File: src/rtl/dbg_pkg.sv
package dbg_pkg;

    typedef enum logic [1:0] {
        DS_DEFAULT = 2'd0,
        DS_CLOSE   = 2'd1,
        DS_OPEN    = 2'd2,
        DS_LOCKED  = 2'd3
    } dbg_state_e;

    typedef enum logic [1:0] {
        LC_VENDOR   = 2'd0,
        LC_OEM      = 2'd1,
        LC_DEPLOYED = 2'd2,
        LC_RMA      = 2'd3
    } lc_stage_e;

    typedef struct packed {
        logic close;
        logic lock;
        logic pw_try;
    } dbg_cmd_t;

    // A stage request is legal only when it moves strictly forward.
    function automatic logic stage_forward(lc_stage_e cur, lc_stage_e tgt);
        return tgt > cur;
    endfunction

    function automatic logic debug_allowed(dbg_state_e st, lc_stage_e sg);
        logic ok;
        case (st)
            DS_OPEN:    ok = 1'b1;
            DS_DEFAULT: ok = (sg == LC_VENDOR) || (sg == LC_OEM);
            default:    ok = 1'b0;
        endcase
        return ok;
    endfunction

endpackage

File: src/rtl/dbg_lc_stage.sv
module dbg_lc_stage
    import dbg_pkg::*;
(
    input  logic      clk,
    input  logic      nv_init,
    input  logic      rst,
    input  logic      advance,
    input  lc_stage_e target,
    output lc_stage_e stage,
    output logic      err
);
    always_ff @(posedge clk) begin
        if (nv_init) begin
            stage <= LC_VENDOR;
            err   <= 1'b0;
        end else if (rst) begin
            err   <= 1'b0;
        end else if (advance) begin
            if (stage_forward(stage, target)) begin
                stage <= target;
            end else begin
                err <= 1'b1;
            end
        end
    end
endmodule

File: src/rtl/dbg_pw_check.sv
module dbg_pw_check #(
    parameter int PW_W      = 32,
    parameter int MAX_FAILS = 3,
    localparam int CNT_W    = $clog2(MAX_FAILS + 1)
) (
    input  logic             clk,
    input  logic             nv_init,
    input  logic             rst,
    input  logic             attempt,
    input  logic [PW_W-1:0]  pw_word,
    input  logic [PW_W-1:0]  ref_pw,
    output logic             pw_good,
    output logic [CNT_W-1:0] fail_cnt,
    output logic             lockout
);
    logic             accept;
    logic             match;
    logic [CNT_W-1:0] cnt_inc;

    assign match   = (pw_word == ref_pw);
    assign accept  = attempt && !lockout;
    assign pw_good = accept && match;
    assign cnt_inc = fail_cnt + CNT_W'(1);

    always_ff @(posedge clk) begin
        if (nv_init || rst) begin
            fail_cnt <= '0;
            lockout  <= 1'b0;
        end else if (accept) begin
            if (match) begin
                fail_cnt <= '0;
            end else begin
                fail_cnt <= cnt_inc;
                if (cnt_inc == CNT_W'(MAX_FAILS)) begin
                    lockout <= 1'b1;
                end
            end
        end
    end
endmodule

File: src/rtl/dbg_state_fsm.sv
module dbg_state_fsm
    import dbg_pkg::*;
(
    input  logic       clk,
    input  logic       nv_init,
    input  logic       rst,
    input  dbg_cmd_t   cmd,
    input  logic       pw_good,
    output dbg_state_e state,
    output logic       attempt
);
    dbg_state_e state_nx;

    // A password counts only in Close and only when no stronger command competes.
    assign attempt = cmd.pw_try && (state == DS_CLOSE) && !cmd.lock && !cmd.close && !rst;

    always_comb begin
        state_nx = state;
        case (state)
            DS_DEFAULT: begin
                if (cmd.lock)       state_nx = DS_LOCKED;
                else if (cmd.close) state_nx = DS_CLOSE;
            end
            DS_CLOSE: begin
                if (cmd.lock)       state_nx = DS_LOCKED;
                else if (pw_good)   state_nx = DS_OPEN;
            end
            DS_OPEN: begin
                if (cmd.lock)       state_nx = DS_LOCKED;
                else if (cmd.close) state_nx = DS_CLOSE;
            end
            default:                state_nx = DS_LOCKED;
        endcase
    end

    always_ff @(posedge clk) begin
        if (nv_init) begin
            state <= DS_DEFAULT;
        end else if (rst) begin
            if (state == DS_OPEN) state <= DS_CLOSE;
        end else begin
            state <= state_nx;
        end
    end
endmodule

File: src/rtl/dbg_access_ctrl.sv
module dbg_access_ctrl
    import dbg_pkg::*;
#(
    parameter int PW_W      = 32,
    parameter int MAX_FAILS = 3,
    localparam int CNT_W    = $clog2(MAX_FAILS + 1)
) (
    input  logic             clk,
    input  logic             nv_init,
    input  logic             rst,
    input  logic             cmd_advance,
    input  logic [1:0]       adv_target,
    input  logic             cmd_close,
    input  logic             cmd_lock,
    input  logic             cmd_pw_submit,
    input  logic [PW_W-1:0]  pw_word,
    input  logic [PW_W-1:0]  ref_pw,
    output logic             dbg_en,
    output logic [1:0]       dbg_state,
    output logic [1:0]       lc_stage,
    output logic             stage_err,
    output logic             pw_lockout,
    output logic [CNT_W-1:0] pw_fail_cnt
);
    dbg_cmd_t   cmd;
    dbg_state_e st;
    lc_stage_e  sg;
    logic       attempt;
    logic       pw_good;

    assign cmd.close  = cmd_close;
    assign cmd.lock   = cmd_lock;
    assign cmd.pw_try = cmd_pw_submit;

    dbg_lc_stage u_stage (
        .clk     (clk),
        .nv_init (nv_init),
        .rst     (rst),
        .advance (cmd_advance && !rst),
        .target  (lc_stage_e'(adv_target)),
        .stage   (sg),
        .err     (stage_err)
    );

    dbg_pw_check #(
        .PW_W      (PW_W),
        .MAX_FAILS (MAX_FAILS)
    ) u_pw (
        .clk      (clk),
        .nv_init  (nv_init),
        .rst      (rst),
        .attempt  (attempt),
        .pw_word  (pw_word),
        .ref_pw   (ref_pw),
        .pw_good  (pw_good),
        .fail_cnt (pw_fail_cnt),
        .lockout  (pw_lockout)
    );

    dbg_state_fsm u_fsm (
        .clk     (clk),
        .nv_init (nv_init),
        .rst     (rst),
        .cmd     (cmd),
        .pw_good (pw_good),
        .state   (st),
        .attempt (attempt)
    );

    assign dbg_en    = debug_allowed(st, sg);
    assign dbg_state = st;
    assign lc_stage  = sg;
endmodule

File: config.mk
export PLATFORM = sky130hd
export DESIGN_NAME = dbg_access_ctrl
export DESIGN_NICKNAME = d
export VERILOG_FILES = /design/src/rtl/dbg_pkg.sv /design/src/rtl/dbg_lc_stage.sv /design/src/rtl/dbg_pw_check.sv /design/src/rtl/dbg_state_fsm.sv /design/src/rtl/dbg_access_ctrl.sv
export SDC_FILE = /design/constraint.sdc
export NUM_CORES = 1
export LEC_CHECK = 0
export BUFFER_PORTS_ARGS = -buffer_cell sky130_fd_sc_hd__clkbuf_2
export CORE_UTILIZATION = 38
export DETAILED_ROUTE_END_ITERATION = 8
export PLACE_DENSITY = 0.84
export SLEW_MARGIN = 20
export SYNTH_ARGS = -nofsm -noshare
export SYNTH_HDL_FRONTEND = slang
export SYNTH_HIERARCHICAL = 1
export SYNTH_SLANG_ARGS = --single-unit
File: constraint.sdc
create_clock -name clk -period 5.34 [get_ports clk]
set_input_delay 1.335 -clock clk [delete_from_list [all_inputs] [get_ports clk]]
set_output_delay 1.335 -clock clk [all_outputs]
set_load 0.02 [all_outputs]
==> flow_summary.ini <==
[logic_synthesis]
netlist.area_leader.share = 0.3394
synth_mux_area_frac = 0.02424
yosys.area.top_type = xnor2_1
synth_top_family_by_area = XOR/XNOR gates
ys_seq_area_frac = 0.1939
syn_nets = 174
synth.area.top_cells = xnor2_1 (34%), dfxtp_1 (19%), nand2b_1 (6.1%), nand4_1 (6.1%), ha_1 (4.5%)
synth.distinct_cells = 24
syn-cell-area_um2 = 825.8
synth-seq-cells = 8
synthCells = 98
yosysWarnings = 6
synthAdderAreaFrac = 0.04545
syn_avg_cell_area_um2 = 8.426
synth_xor_area_frac = 0.3394
synth_compound_area_frac = 0.1030
yosys.area_share.simple = 0.2667

[drt]
dr.pass1.iters = 4
ant_nets = 0
wl_per_cell_um = 11.90
vias = 1015
routed_wl_um = 2488
viasPerCell = 4.856
dr.first_iter.drc_count = 12
drc_errors = 0

[cells_and_area]
syn2layout_area_growth_pct = 55.91
nets = 260
drive_gt1_frac = 0.4835
fillers = 180
design_area_um2 = 1287
diodes = 0
finalNonFillerCells = 209

[grt]
overflow = 0
grt_max_degree = 12
antenna_found_initial = 0
grt_pass1_wl_um = 3988
gr-usage-all-layers = 0.2100
grt_pass1_vias = 1066

[clock_network]
cts_root_buf = clkbuf_4
cts_sinks = 8
cts_tree = done
cts_made_buffers = 3
clk_pin_slew_ns = 0.06
holdBufCountCts = 0
clk_latency_ns = 0.25
htree_levels = 1
post_cts_resized = 0
clockBufferDepth = 2
cts_setup_buffers = 0

[sta]
finalClockSkew_ns = 0.001524
slew_viol_final = 0
fin_setup_tns_ns = 0
worst_pin_slew_ns = 0.3457
slew_headroom = 0.7696
fmax_mhz = 372.1
finalSetupViolations = 0
rsz0062_at_grt = false
min_period_ns = 2.688
setup_slack_ns = 2.652
hold_viol_final = 0
fin_crit_sh = 0.5033

[floorplanning]
core_um2 = 2002
io_pins = 82
rows = 16
initial_core_util = 0.4125
die_w_um = 48.62
fp.dieArea_um2 = 2363
die_height_um = 48.62

[pwr]
ir_worst_vdd_v = 0.00007709
p_leak_nw = 0.6032
powerDensity_nw_per_um2 = 143.4

[placement]
port_buffers = 81
dp_slack_ns = 2.393
place_area_um2 = 1265
gp_congestion = 0.7834
place_inst = 206

[setup_path]
r2r-start = u_fsm/state[1]$_SDFFE_PP0P_
cp.arrival_ns = 2.86
crit_type = in -> reg
cp_max_fo = 11
cp-startpoint = rst
end_kind = flip-flop
cp.required_ns = 5.51
startpoint_type = input port

[min_path]
holdCritPathClass = reg -> reg
worstHoldStart = u_stage/err$_SDFFE_PP0P_

[outcome]
status = complete, no violations

[run]
maxCapViolCount = 0
-- registers in the layout, indices dropped and copies added, names as in the netlist --
name,count
u_pw/lockout,1
u_fsm/state,2
u_stage/stage,2
u_pw/fail_cnt,2
u_stage/err,1
-- report_power, final --
| group | internal, W | leakage, nW | total [W] | switching [W] |
|---|---|---|---|---|
| sequential | 0.0000615 | 0.0651 | 0.0000636 | 0.00000216 |
| clock | 0.0000257 | 0.0138 | 0.0000461 | 0.0000204 |
| combinational | 0.0000433 | 0.524 | 0.0000748 | 0.0000316 |
| total | 0.000130 | 0.603 | 0.000185 | 0.0000541 |
-- placed cells by master, fill, tap and decap left out, types with 2 or more instances in the layout --
cell type	instances
nor2b_1	3
nand2_1	3
inv_1	6
a21oi_1	2
a22o_1	3
mux2i_1	2
nor2_1	4
nor4_1	4
o21ai_0	2
ha_1	3
dfxtp_1	8
clkbuf_2	81
clkbuf_4	3
nand2b_1	8
nand4_1	8
xnor2_1	32
-- layout make-up --
| type | instances | area [um2] | area share |
|---|---|---|---|
| Timing Repair Buffer | 81 | 405.4 | 0.3149 |
| Multi-Input combinational cell | 84 | 643.1 | 0.4995 |
| Inverter | 6 | 22.52 | 0.01749 |
| Sequential cell | 8 | 160.2 | 0.1244 |
| Tap cell | 27 | 33.78 | 0.02624 |
| Clock buffer | 3 | 22.52 | 0.01749 |
-- final timing paths --
kind | endpoint | slack [ns] | cells after the start
setup / recovery | u_fsm/state[1]$_SDFFE_PP0P_ | 2.65 | 8
setup reg to reg | u_fsm/state[1]$_SDFFE_PP0P_ | 3.50 | 7
hold / removal | u_stage/err$_SDFFE_PP0P_ | 0.46 | 2
hold reg to reg | u_stage/err$_SDFFE_PP0P_ | 0.46 | 2
-- critical path: stages --
cell,delay [ns]
clkbuf_2,0.16
or4b_4,0.52
nor3b_2,0.18
nand2b_1,0.12
nor2_1,0.14
nor2b_1,0.14
o21ai_0,0.08
a21oi_1,0.18
-- through the flow --
| step | util | power (W) | hold WS, ns |
|---|---|---|---|
| 6_report | 0.6431 | 0.0001846 | 0.4612 |
| 5_1_grt | 0.6431 | 0.0001965 | 0.4946 |
| 4_1_cts | 0.6431 | 0.0001869 | 0.4706 |
| 3_5_place_dp | 0.6319 | 0.0001402 | 0.4569 |
| 3_3_place_gp | 0.6319 | 0.0001364 | 0.4483 |
| 2_1_floorplan | - | 0.0001009 | 0.5333 |
-- kinds of logic after synthesis --
| logic type | after synthesis |
|---|---|
| xor gates and xnor gates | 32 |
| adders and majority gates | 3 |
| buffers and inverters | 6 |
| AOI/OAI and AO/OA | 11 |
| DFF | 8 |
| muxes | 2 |
| and+or+nand+nor | 36 |
-- cell usage after synthesis --
library cell  count
o21bai_1          1
and3_1            1
nor3_1            1
a22oi_1           1
or3_1             1
nand2b_1          8
dfxtp_1           8
nor2_1            4
a21oi_1           2
and2_1            1
or4b_4            1
a22o_1            3
ha_1              3
nor4_1            4
xnor2_1          32
nor3b_2           1
a221oi_2          1
a21oi_2           1
nand2_1           3
nor2b_1           3
nand4_1           8
o21ai_0           2
mux2i_1           2
inv_1             6
-- metal layers --
metal	share of wire	wire length (um)	GRT usage
met3	0.076	189	0.05346
met2	0.58	1438	0.4653
met1	0.35	861	0.1778
met4	0	0	0.03922
met5	0	0	0
(Power assumes the default switching activity.)
